`src/rtl/tlg_pkg.sv`:
```
package tlg_pkg;
  localparam logic [2:0] OP_PUT_FULL = 3'd0;
  localparam logic [2:0] OP_PUT_PART = 3'd1;
  localparam logic [2:0] OP_GET      = 3'd4;
  localparam logic [2:0] RSP_ACK      = 3'd0;
  localparam logic [2:0] RSP_ACK_DATA = 3'd1;

  typedef struct packed {
    logic bad_op;
    logic bad_size;
    logic bad_align;
    logic bad_mask;
    logic bad_full;
  } proto_err_t;

  // byte lanes covered by a transfer of 2**sz bytes at low address lo
  function automatic logic [3:0] lane_sel(input logic [1:0] sz, input logic [1:0] lo);
    logic [3:0] l;
    case (sz)
      2'd0:    l = 4'b0001 << lo;
      2'd1:    l = lo[1] ? 4'b1100 : 4'b0011;
      default: l = 4'b1111;
    endcase
    return l;
  endfunction
endpackage

```
`src/rtl/tlg_proto_chk.sv`:
```
module tlg_proto_chk
  import tlg_pkg::*;
(
  input  logic [2:0] opcode_i,
  input  logic [1:0] size_i,
  input  logic [3:0] mask_i,
  input  logic [1:0] addr_lo_i,
  output logic       is_rd_o,
  output proto_err_t err_o
);
  logic [3:0] lanes;

  always_comb begin
    lanes           = lane_sel(size_i, addr_lo_i);
    is_rd_o         = (opcode_i == OP_GET);
    err_o.bad_op    = !(opcode_i == OP_GET || opcode_i == OP_PUT_FULL ||
                        opcode_i == OP_PUT_PART);
    err_o.bad_size  = (size_i > 2'd2);
    err_o.bad_align = (size_i == 2'd1 && addr_lo_i[0]) ||
                      (size_i == 2'd2 && addr_lo_i != 2'd0);
    err_o.bad_mask  = |(mask_i & ~lanes);
    err_o.bad_full  = (opcode_i == OP_PUT_FULL) && (mask_i != lanes);
  end
endmodule

```
`src/rtl/tlg_map_chk.sv`:
```
module tlg_map_chk #(
  parameter int unsigned AW          = 12,
  parameter int unsigned NUM_REGS    = 8,
  parameter logic [NUM_REGS-1:0] REG_WIDE = 8'b0000_1111,
  parameter int unsigned NARROW_BYTES = 2,
  parameter int unsigned NUM_WIN     = 2,
  parameter int unsigned WIN_AW      = 6,
  parameter logic [NUM_WIN-1:0][AW-1:0] WIN_BASE = {12'h200, 12'h100},
  parameter logic [NUM_WIN-1:0] WIN_RD   = 2'b01,
  parameter logic [NUM_WIN-1:0] WIN_WR   = 2'b10,
  parameter logic [NUM_WIN-1:0] WIN_PART = 2'b00
) (
  input  logic [AW-1:0] addr_i,
  input  logic          is_wr_i,
  input  logic [3:0]    mask_i,
  input  logic          instr_i,
  output logic          err_o
);
  localparam int unsigned RIW = (NUM_REGS > 1) ? $clog2(NUM_REGS) : 1;
  localparam logic [AW-3:0] REG_LIM = (AW-2)'(NUM_REGS);
  localparam logic [3:0] NARROW_NEED = 4'hF >> (4 - NARROW_BYTES);

  logic               reg_hit;
  logic [RIW-1:0]     reg_idx;
  logic [3:0]         need;
  logic [NUM_WIN-1:0] win_hit;
  logic [NUM_WIN-1:0] win_deny;
  logic               reg_err;

  for (genvar i = 0; i < NUM_WIN; i++) begin : g_win
    assign win_hit[i]  = (addr_i[AW-1:WIN_AW] == WIN_BASE[i][AW-1:WIN_AW]);
    assign win_deny[i] = is_wr_i ? (!WIN_WR[i] || (!WIN_PART[i] && mask_i != 4'hF))
                                 : !WIN_RD[i];
  end

  always_comb begin
    reg_hit = (addr_i[AW-1:2] < REG_LIM);
    reg_idx = addr_i[RIW+1:2];
    need    = REG_WIDE[reg_idx] ? 4'hF : NARROW_NEED;
    reg_err = reg_hit && is_wr_i &&
              (addr_i[1:0] != 2'd0 || (mask_i & need) != need);
    err_o   = (!reg_hit && !(|win_hit)) || reg_err ||
              (|(win_hit & win_deny)) || (instr_i && is_wr_i);
  end
endmodule

```
`src/rtl/tlg_rsp.sv`:
```
module tlg_rsp
  import tlg_pkg::*;
#(
  parameter int unsigned DW  = 32,
  parameter int unsigned SRC = 8
) (
  input  logic           clk_i,
  input  logic           rst_ni,
  input  logic           accept_i,
  input  logic           err_i,
  input  logic           rd_i,
  input  logic [DW-1:0]  rdata_i,
  input  logic [SRC-1:0] src_i,
  input  logic           d_ready_i,
  output logic           d_valid_o,
  output logic [2:0]     d_opcode_o,
  output logic           d_error_o,
  output logic [DW-1:0]  d_data_o,
  output logic [SRC-1:0] d_source_o,
  output logic           busy_o
);
  always_ff @(posedge clk_i or negedge rst_ni) begin
    if (!rst_ni) begin
      d_valid_o  <= 1'b0;
      d_opcode_o <= RSP_ACK;
      d_error_o  <= 1'b0;
      d_data_o   <= '0;
      d_source_o <= '0;
    end else if (accept_i) begin
      d_valid_o  <= 1'b1;
      d_opcode_o <= rd_i ? RSP_ACK_DATA : RSP_ACK;
      d_error_o  <= err_i;
      d_data_o   <= (rd_i && !err_i) ? rdata_i : '0;
      d_source_o <= src_i;
    end else if (d_valid_o && d_ready_i) begin
      d_valid_o  <= 1'b0;
    end
  end

  assign busy_o = d_valid_o;


  rsp_due_chk: assert property (@(posedge clk_i) disable iff (!rst_ni)
    accept_i |=> d_valid_o);

  rsp_hold_chk: assert property (@(posedge clk_i) disable iff (!rst_ni)
    d_valid_o && !d_ready_i |=> d_valid_o && $stable(d_data_o) && $stable(d_error_o)
                                && $stable(d_opcode_o));

  one_outstanding_chk: assert property (@(posedge clk_i) disable iff (!rst_ni)
    accept_i |-> !d_valid_o);

  err_data_zero_chk: assert property (@(posedge clk_i) disable iff (!rst_ni)
    d_valid_o && d_error_o |-> d_data_o == '0);
endmodule

```
`src/rtl/tlul_req_gate.sv`:
```
module tlul_req_gate
  import tlg_pkg::*;
#(
  parameter int unsigned AW  = 12,
  parameter int unsigned DW  = 32,
  parameter int unsigned SRC = 8
) (
  input  logic           clk_i,
  input  logic           rst_ni,
  input  logic           a_valid_i,
  output logic           a_ready_o,
  input  logic [2:0]     a_opcode_i,
  input  logic [1:0]     a_size_i,
  input  logic [3:0]     a_mask_i,
  input  logic [AW-1:0]  a_address_i,
  input  logic [DW-1:0]  a_data_i,
  input  logic [SRC-1:0] a_source_i,
  input  logic           a_instr_i,
  output logic           d_valid_o,
  input  logic           d_ready_i,
  output logic [2:0]     d_opcode_o,
  output logic           d_error_o,
  output logic [DW-1:0]  d_data_o,
  output logic [SRC-1:0] d_source_o,
  output logic           dev_req_o,
  output logic           dev_we_o,
  output logic [AW-1:0]  dev_addr_o,
  output logic [3:0]     dev_be_o,
  output logic [DW-1:0]  dev_wdata_o,
  input  logic [DW-1:0]  dev_rdata_i
);
  proto_err_t perr;
  logic is_rd, map_err, err, accept, busy;

  tlg_proto_chk u_proto (
    .opcode_i  (a_opcode_i),
    .size_i    (a_size_i),
    .mask_i    (a_mask_i),
    .addr_lo_i (a_address_i[1:0]),
    .is_rd_o   (is_rd),
    .err_o     (perr)
  );

  tlg_map_chk #(.AW(AW)) u_map (
    .addr_i  (a_address_i),
    .is_wr_i (!is_rd),
    .mask_i  (a_mask_i),
    .instr_i (a_instr_i),
    .err_o   (map_err)
  );

  assign a_ready_o   = !busy;
  assign accept      = a_valid_i && a_ready_o;
  assign err         = (|perr) || map_err;
  assign dev_req_o   = accept && !err;
  assign dev_we_o    = !is_rd;
  assign dev_addr_o  = a_address_i;
  assign dev_be_o    = is_rd ? 4'hF : a_mask_i;
  assign dev_wdata_o = a_data_i;

  tlg_rsp #(.DW(DW), .SRC(SRC)) u_rsp (
    .clk_i      (clk_i),
    .rst_ni     (rst_ni),
    .accept_i   (accept),
    .err_i      (err),
    .rd_i       (is_rd),
    .rdata_i    (dev_rdata_i),
    .src_i      (a_source_i),
    .d_ready_i  (d_ready_i),
    .d_valid_o  (d_valid_o),
    .d_opcode_o (d_opcode_o),
    .d_error_o  (d_error_o),
    .d_data_o   (d_data_o),
    .d_source_o (d_source_o),
    .busy_o     (busy)
  );


  legal_rsp_ok_chk: assert property (@(posedge clk_i) disable iff (!rst_ni)
    dev_req_o |=> d_valid_o && !d_error_o);

  wide_size_err_chk: assert property (@(posedge clk_i) disable iff (!rst_ni)
    accept && a_size_i == 2'd3 |=> d_error_o);

  bad_opcode_err_chk: assert property (@(posedge clk_i) disable iff (!rst_ni)
    accept && !(a_opcode_i == OP_GET || a_opcode_i == OP_PUT_FULL ||
                a_opcode_i == OP_PUT_PART) |=> d_error_o && d_opcode_o == RSP_ACK);
endmodule

```
`config.mk`:
```
export PLATFORM = sky130hd
export DESIGN_NAME = tlul_req_gate
export DESIGN_NICKNAME = d
export VERILOG_FILES = /design/src/rtl/tlg_pkg.sv /design/src/rtl/tlg_proto_chk.sv /design/src/rtl/tlg_map_chk.sv /design/src/rtl/tlg_rsp.sv /design/src/rtl/tlul_req_gate.sv
export SDC_FILE = /design/constraint.sdc
export NUM_CORES = 1
export LEC_CHECK = 0
export BUFFER_PORTS_ARGS = -buffer_cell sky130_fd_sc_hd__clkbuf_2
export CAP_MARGIN = 20
export CELL_PAD_IN_SITES_DETAIL_PLACEMENT = 1
export CELL_PAD_IN_SITES_GLOBAL_PLACEMENT = 1
export CORE_MARGIN = 2
export CORE_UTILIZATION = 28
export CTS_CLUSTER_DIAMETER = 150
export DETAILED_ROUTE_END_ITERATION = 6
export HOLD_SLACK_MARGIN = 0.1
export PLACE_DENSITY = 0.91
export SETUP_SLACK_MARGIN = 0.4
export SYNTH_ARGS = -nofsm -noshare
export SYNTH_HDL_FRONTEND = slang
export SYNTH_SLANG_ARGS = --single-unit
export TNS_END_PERCENT = 1
```
`constraint.sdc`:
```
create_clock -name clk_i -period 3.33 [get_ports clk_i]
set_input_delay 0.1665 -clock clk_i [delete_from_list [all_inputs] [get_ports clk_i]]
set_output_delay 0.1665 -clock clk_i [all_outputs]
set_load 0.005 [all_outputs]
```
; ---- Word-level counts from Yosys, hierarchy flattened
; Memory sizes are Yosys's and may differ from the RTL's.
; Cells that the tools add are included.
[op_classes]
eq_ne = 9
n_bitwise = 4
muxes = 11
n_reduce_logical = 32
n_shift = 1
magnitude_cmp = 3
[ops]
columns = op, count
row1 = 2-to-1 mux 32 bit, 1
row2 = 2-to-1 mux 4 bit, 3
row3 = logical AND 1 bit, 11
row4 = "< comparator 10 x 4 -> 1 bit, second input constant", 1
row5 = AND 4 bit, 2
row6 = logical OR 1 bit, 8
row7 = != test 4 bit, 2
row8 = case mux 4 bit (2 select lines), 1
row9 = OR reduction 8 bit, 1
row10 = "== test 6 x 3 -> 1 bit, second input constant", 1
row11 = "== test 6 x 4 -> 1 bit, second input constant", 1
row12 = zero test 1 bit, 6
row13 = 2-to-1 mux 1 bit, 6
row14 = "< comparator 3 x 4 -> 1 bit, second input constant", 1
row15 = "!= test 4 bit, second input constant", 1
row16 = inverter 4 bit, 1
row17 = nonzero test 2 bit, 2
row18 = OR reduction 2 bit, 2
row19 = "<< shifter 1 x 2 -> 4 bit, first input constant", 1
row20 = "== test 3 x 1 -> 1 bit, second input constant", 1
row21 = "== test 3 bit, second input constant", 1
row22 = zero test 3 bit, 1
row23 = AND 2 bit, 1
row24 = "== test 2 x 1 -> 1 bit, second input constant", 1
row25 = 3 further kinds, 3
[word_totals]
reg_bits = 45
n_memories = 1
romBits = 8
[mem_list]
columns = memory, depth, width, rd, rd_ports_with_merged_regs, write_ports, line_no
row1 = (name not given), 8, 1, 1, 0, 0, tlg_map_chk.sv:39  ; need = REG_WIDE[reg_idx] ? 4'hF : NARROW_NEED;

; ---- Longest topological paths before layout
; Gate-level depths: netlist (run 1).
[logic_depth]
ltp_word = 14
depth_mapped = 9
ltp_nobuf = 8

; ---- Cells and area by module
; From an unflattened synthesis (run 1), not the netlist that was laid out.
[unflattened]
hier_cells = 254
hier_area_um2 = 2514.9
[by_module_without_submodules]
columns = mod, n_inst, cells_each, area_per_inst_um2
row1 = tlg_rsp, 1, 167, 1899.3
row2 = tlul_req_gate, 1, 55, 395.4
row3 = tlg_proto_chk, 1, 21, 150.1
row4 = tlg_map_chk, 1, 11, 70.1

; ---- Worst setup path after synthesis (run 1)
; No wires, ideal clock.
[synth_timing]
path_kind = input to output
from = input a_size_i[0]
to = output dev_req_o
arrival_time_ps = 1496
n_path_buf = 1
path_slack_ps = 1667
cell_stages = 8
cell_sequence = nand2b_1 -> a21oi_1 -> ha_1 -> and4_1 -> o311a_1 -> nand4_2 -> buf_2 -> nor2_1
[synth_between]
elab_chain_len = 8
word_cells_on_any_way = 16
cone_classes = order compare: 1 / eq/ne: 3 / mux: 1 / bitwise: 2 / reduce/logical: 9
[synth_lines]
columns = element, line_no
row1 = "start, declared", tlul_req_gate.sv:13  ; input logic [1:0] a_size_i,
row2 = == test 2 x 1 -> 1 bit / zero test 2 bit (equally long branches), "tlg_pkg.sv:19, tlg_proto_chk.sv:19"
row3 = case mux 4 bit (2 select lines), tlg_pkg.sv:19  ; case (sz)
row4 = != test 4 bit / inverter 4 bit (equally long branches), "tlg_proto_chk.sv:22, tlg_proto_chk.sv:21"
row5 = logical AND 1 bit / AND 4 bit (equally long branches), "tlg_proto_chk.sv:22, tlg_proto_chk.sv:21"
row6 = OR reduction 8 bit *, tlul_req_gate.sv:54  ; assign err = (|perr) || map_err;
row7 = logical OR 1 bit *, tlul_req_gate.sv:54
row8 = zero test 1 bit *, tlul_req_gate.sv:55  ; assign dev_req_o = accept && !err;
row9 = logical AND 1 bit *, tlul_req_gate.sv:55
row10 = "end, declared", tlul_req_gate.sv:25  ; output logic dev_req_o,
; Every way passes the cells marked *; elsewhere a longest branch is shown, timed or not.

; ---- Worst setup path in the final report (run 1)
[layout_timing]
from = input a_address_i[0]
to = output dev_req_o
[layout_between]
elab_chain_len = 9
word_cells_on_any_way = 19
cone_classes = eq/ne: 1 / shift: 1 / mux: 1 / bitwise: 2 / reduce/logical: 14
[layout_lines]
columns = element, line_no
row1 = "start, declared", tlul_req_gate.sv:15  ; input logic [AW-1:0] a_address_i,
row2 = "parallel branches: the longest is 6 deep, another holds OR reduction 8 bit", n/a
row3 = logical OR 1 bit *, tlul_req_gate.sv:54
row4 = zero test 1 bit *, tlul_req_gate.sv:55
row5 = logical AND 1 bit *, tlul_req_gate.sv:55
; Mark *: on every way between the ends.

==> results of run 1 <==
[cells in the mapped netlist (2+ instances only)]
library cell  instances
inv_1                 4
nand2b_1              5
clkbuf_1              7
mux2_2                8
ha_1                  4
buf_2                 3
dfrtp_1              43
buf_1                 3
nand2_1              36
nor2_1                4
buf_4                46
a21oi_1               3
nor3_1                3
o22ai_1               2
o21ai_0               5
nor4_1                2
o21ai_1              29
nand3_1              33
o311a_1               2
[kinds of logic (layout without fill, tap and decap cells)]
kind of cell / Yosys count / count (layout) / share of synthesized area, %
mux: 9 / 9 / 4.30
other cells: 1 / 2 / 0.161
flops: 43 / 43 / 46.2
fa+ha+maj: 4 / 4 / 2.15
compound gates: 45 / 45 / 10.8
buf+inv: 64 / 153 / 17.9
simple gates: 88 / 88 / 18.5
[worst paths after layout]
kind | end | slack, ns | depth (start not counted)
max | dev_req_o | 0.94 | 9
min reg2reg | u_rsp.d_opcode_o[0]$_DFFE_PN0P_ | 0.48 | 2
min | u_rsp.d_data_o[6]$_DFFE_PN0P_ | 0.11 | 3
max reg2reg | u_rsp.d_error_o$_DFFE_PN0P_ | 1.50 | 4
max in group asynchronous | u_rsp.d_data_o[5]$_DFFE_PN0P_ | 2.40 | 3
min in group asynchronous | u_rsp.d_source_o[1]$_DFFE_PN0P_ | 0.41 | 2
[flip-flops by register name (all words and copies together), names as in the netlist]
register and count:
u_rsp.d_data_o 32, u_rsp.d_source_o 8, u_rsp.busy_o 1, u_rsp.d_error_o 1, u_rsp.d_opcode_o 1
[what timing repair did]
item,CTS,global route
endpoints found under the hold margin,12,22
resized for setup,0,1
hold buffers,12,3
setup endpoints to repair,0,1
[power breakdown]
part           leakage [nW]  switching, mW  internal, mW
clock                0.0470          0.167         0.163
combinational         0.872         0.0999         0.100
sequential            0.575         0.0123         0.547
[worst max-delay path: stages]
cell	delay, ns
clkbuf_2	0.16
nor2_1	0.09
o21ba_2	0.20
ha_1	0.18
nor4b_1	0.31
o311a_1	0.27
nand4_4	0.43
nor2_1	0.26
clkbuf_2	0.14
[layout make-up]
cell class | instances | area (um^2) | area share (%)
Sequential cell | 43 | 1080 | 36.2
Multi-Input combinational cell | 148 | 852 | 28.6
Timing Repair Buffer | 141 | 808 | 27.2
Tap cell | 105 | 131 | 4.42
Clock buffer | 6 | 82.6 | 2.78
Inverter | 5 | 18.8 | 0.631
Clock inverter | 1 | 5.00 | 0.168
[stage by stage]
stage,power [mW],utilization (%),std cells
CTS,1.10,35.7,445
global route,1.16,36.6,449
global placement,0.746,33.2,426
detailed placement,0.754,33.2,426
floorplan,0.685,-,255
finish,1.09,36.6,449
[per-layer routing]
layer  wire length [um]  GRT usage, %  vias to the layer above
li1                   -             -                      996
met1               2470          15.2                     1033
met2               3540          28.1                      103
met3                513          3.32                       18
met4                161          6.52                        0
met5                  0             0                        -
==> results_dict.tcl, run 1 <==
set metrics [dict create \
    htree_levels 2 \
    cts.sinks 43 \
    fmax_ghz 0.419 \
    avgSynthCellArea_um2 9.17 \
    die_h_um 95.2 \
    startpoint_type "input port" \
    worstMarginPinSlew_ns 0.863 \
    fillCellCount 1000 \
    yosysSeqAreaShare_pct 46.2 \
    yosysWarningCount 0 \
    cap_violations 0 \
    diodes 0 \
    cp_max_fo 34 \
    final.setup.tns_ns 0 \
    drive_gt1_share_pct 42.7 \
    slew_viol_final 0 \
    layout_setup_ws_ns 0.941 \
    finalHoldViolations 0 \
    synth_cells 254 \
    synthTopCellsByArea "dfrtp_1 46%, buf_4 15%, nand3_1 7.1%" \
    rows 33 \
    fin_area_mm2 0.00297 \
    syn_to_final_growth_pct 27.7 \
    clock_path_buffers 2 \
    vdd_drop_max_v 0.000159 \
    cts_tree "done" \
    worstReg2RegStart "u_rsp.busy_o$_DFFE_PN0P_" \
    rsz0062_at_grt "false" \
    die_area_mm2 0.00907 \
    num_vias 2150 \
    yosysUniqueCellTypes 31 \
    setup_violations 0 \
    core_mm2 0.00813 \
    drt-pass1-iter-count 4 \
    postSynth.asyncResetShare_pct 100 \
    status "finished clean" \
    drtAntennaViolNets 0 \
    layout_commonest_cell "clkbuf_2" \
    ioPinCount 194 \
    clock_latency_ns 0.28 \
    pre_cts_ws_ns 0.590 \
    synth_edf_count 0 \
    post_dp_cell_area_mm2 0.00270 \
    ys.flop_type "dfrtp_1" \
    cts_made_buffers 5 \
    die_w_um 95.2 \
    postCtsSetupBuffers 0 \
    min_from "dev_rdata_i[6]" \
    routedWlPerCell_um 14.9 \
    arrival_ns 2.22 \
    place.gp.congestion 0.762 \
    drc 0 \
    synth_seq_cells 43 \
    grt_pass1_wl_um 10500 \
    fin_worst_skew_ns 0.00182 \
    portBuffers 123 \
    antenna_found_initial 0 \
    hp-class "in2reg" \
    fin_crit_sh_pct 71.7 \
    start_util_pct 28.6 \
    clk_pin_slew_ns 0.08 \
    overflow 0 \
    netlist_area_mm2 0.00233 \
    cp-end-kind "output pin" \
    cp_data_required_time_ns 3.16 \
    crit_type "in2out" \
    hold_ws_ns 0.108 \
    grt_pass1_vias 2252 \
    cts-root-buf "clkbuf_8" \
    synth.top_cell.area_share_pct 46.2 \
    grt_max_degree 45 \
    synth_area_leader_cell "dfrtp_1" \
    slew_headroom_pct 42.3 \
    post-route-min-period_ns 2.39 \
    grt.total_usage_pct 14.7 \
    p_per_area_mw_per_mm2 366 \
    mostFrequentLayoutCells "123 x clkbuf_2, 43 x dfrtp_1, 35 x nand2_1" \
    dp_hpwl_um 4940 \
    crit_path_start "a_address_i[0]" \
    power_leakage_nw 1.49 \
    final_net_count 446 \
    wl_um 6680 \
    first_iter_violations 52 \
    vias_per_cell 4.79 \
]
Power figures use the tool's default switching activity.
==> inputs of run 2 (changes only) <==
Settings changed: CORE_UTILIZATION 28 to 24, PLACE_DENSITY 0.91 to 0.84.
Clock period 3.33 ns to 1.9 ns, I/O delays scaled along.
==> run 2 against run 1 <==
Worst setup slack worse by 0.63 ns. Power up 97%. Critical endpoint unchanged. Sequential share of layout area down 4.7 points. Flip-flop and latch count unchanged. Die area up 16%. Via count up 5.5%. Hold slack better by 0.082 ns. Count of clock-buffer cells in the layout unchanged. Sequential power up 75%. First-iteration DRC count up 17%. Largest power group unchanged.
==> results_dict.tcl, run 2 (same netlist as run 1, synthesis figures left out) <==
set metrics [dict create \
    status "finished clean" \
    fmax_ghz 0.630 \
    first_iter_violations 61 \
    die_h_um 103 \
    fin_crit_sh_pct 83.6 \
    slew_viol_final 0 \
    grt_pass1_wl_um 12200 \
    ioPinCount 194 \
    core_mm2 0.00933 \
    drtAntennaViolNets 0 \
    cpPeakStageDelay_ns 0.32 \
    drive_gt1_share_pct 42.2 \
    htree_levels 2 \
    setup_violations 0 \
    reg_top3 "u_rsp.d_data_o (32), u_rsp.d_source_o (8)" \
    power_leakage_nw 1.68 \
    finalHoldViolations 0 \
    cts_tree "done" \
    antenna_found_initial 0 \
    cap_violations 0 \
    fin_area_mm2 0.00342 \
    start_util_pct 25.0 \
    arrival_ns 1.49 \
    clock_latency_ns 0.29 \
    path_cells "clkbuf_4 -> inv_1 -> o21ba_2 -> ha_4 -> and4_1 -> o311a_1 -> nand4_4 -> nor2_2 -> clkbuf_2" \
    routedWlPerCell_um 15.2 \
    startpoint_type "input port" \
    cp-end-kind "output pin" \
    overflow 0 \
    crit_family "compound AO/OA/AOI/OAI gates" \
    grt.total_usage_pct 14.9 \
    finalNonFillerCells 508 \
    portBuffers 123 \
    grt_max_degree 45 \
    hp-class "in2out" \
    post_dp_cell_area_mm2 0.00282 \
    grt_pass1_vias 2525 \
    diodes 0 \
    vias_per_cell 4.46 \
    post-route-min-period_ns 1.59 \
    dp.cells 456 \
    path_buf_inv 3 \
    dp_hpwl_um 5160 \
    hold_ws_ns 0.190 \
    worst_path_max_delay_cell "o311a_1" \
    worstMarginPinSlew_ns 0.547 \
    syn_to_final_growth_pct 46.8 \
    cts_made_buffers 5 \
    wl_um 7740 \
    crit_type "in2out" \
    multi_input_area_um2 893 \
    die_w_um 103 \
    p_per_area_mw_per_mm2 626 \
    final_util_pct 36.7 \
    drc 0 \
    cts-root-buf "clkbuf_8" \
    largest_register_ffs 32 \
    final.setup.tns_ns 0 \
    final_net_count 480 \
    vdd_drop_max_v 0.000247 \
    rsz0062_at_grt "true" \
    num_vias 2268 \
    rows 35 \
    regMostFlops "u_rsp.d_data_o" \
    cp_data_required_time_ns 1.80 \
    fillCellCount 1114 \
    fin_worst_skew_ns 0.00813 \
    cp_max_fo 6 \
    drt-pass1-iter-count 4 \
    seq_area_mm2 0.00108 \
    clock_path_buffers 2 \
    place.gp.congestion 0.753 \
    cts.sinks 43 \
    slew_headroom_pct 63.5 \
    mostFrequentLayoutCells "121 x clkbuf_2, 43 x dfrtp_1, 42 x dlygate4sd3_1" \
    die_area_mm2 0.0105 \
    layout_commonest_cell "clkbuf_2" \
]
[run 2: worst paths after layout]
path	cells after the start	start	slack (ns)	end
max	9	a_address_i[1]	0.31	dev_req_o
min	0	a_data_i[13]	0.19	dev_wdata_o[13]
max reg2reg	6	u_rsp.busy_o$_DFFE_PN0P_	0.37	u_rsp.d_data_o[5]$_DFFE_PN0P_
min reg2reg	2	u_rsp.d_opcode_o[0]$_DFFE_PN0P_	0.48	u_rsp.d_opcode_o[0]$_DFFE_PN0P_
max in group asynchronous	3	rst_ni	1.09	u_rsp.d_opcode_o[0]$_DFFE_PN0P_
min in group asynchronous	3	rst_ni	0.43	u_rsp.d_data_o[11]$_DFFE_PN0P_
[run 2: worst register-to-register path, cell delays in order, from the launching register on]
cell and delay (ns):
dfrtp_1 0.42, nor4b_4 0.21, o311a_1 0.24, nand4_4 0.09
buf_4 0.18, buf_12 0.15, o21ai_1 0.16
[run 2: cell type report]
| type | count | area share [%] |
|---|---|---|
| Timing Repair Buffer | 175 | 33.7 |
| Sequential cell | 43 | 31.5 |
| Multi-Input combinational cell | 148 | 26.1 |
| Tap cell | 129 | 4.72 |
| Clock buffer | 6 | 2.41 |
| Clock inverter | 2 | 1.02 |
| Inverter | 5 | 0.549 |
[run 2: report_power, final]
group | leakage (nW) | internal (mW) | switching [mW]
Clock | 0.0612 | 0.426 | 0.309
Sequential | 0.575 | 0.958 | 0.0235
Combinational | 1.04 | 0.228 | 0.196
[run 2: metrics by stage]
| step | setup WS (ns) | power (mW) |
|---|---|---|
| floorplan | 0.402 | 1.20 |
| global placement | 0.131 | 1.32 |
| detailed placement | 0.00177 | 1.34 |
| CTS | 0.297 | 2.18 |
| global route | 0.224 | 2.25 |
| finish | 0.312 | 2.14 |
[run 2: layer usage]
metal	track usage, %	share of wire (%)	vias up
met5	0	0	-
met4	6.05	2.5	0
met3	2.31	5.8	26
met2	29.5	55	92
met1	15.5	37	1092
li1	-	-	1058
[run 2: what timing repair did]
item / 4_1_cts / 5_1_grt
setup buffers: 2 / 0
endpoints found under the setup margin: 33 / 35
pin swaps: 1 / 1
cloned: 0 / 0
gates resized for setup: 8 / 1
hold buffers: 42 / 0
endpoints found under the hold margin: 84 / 0
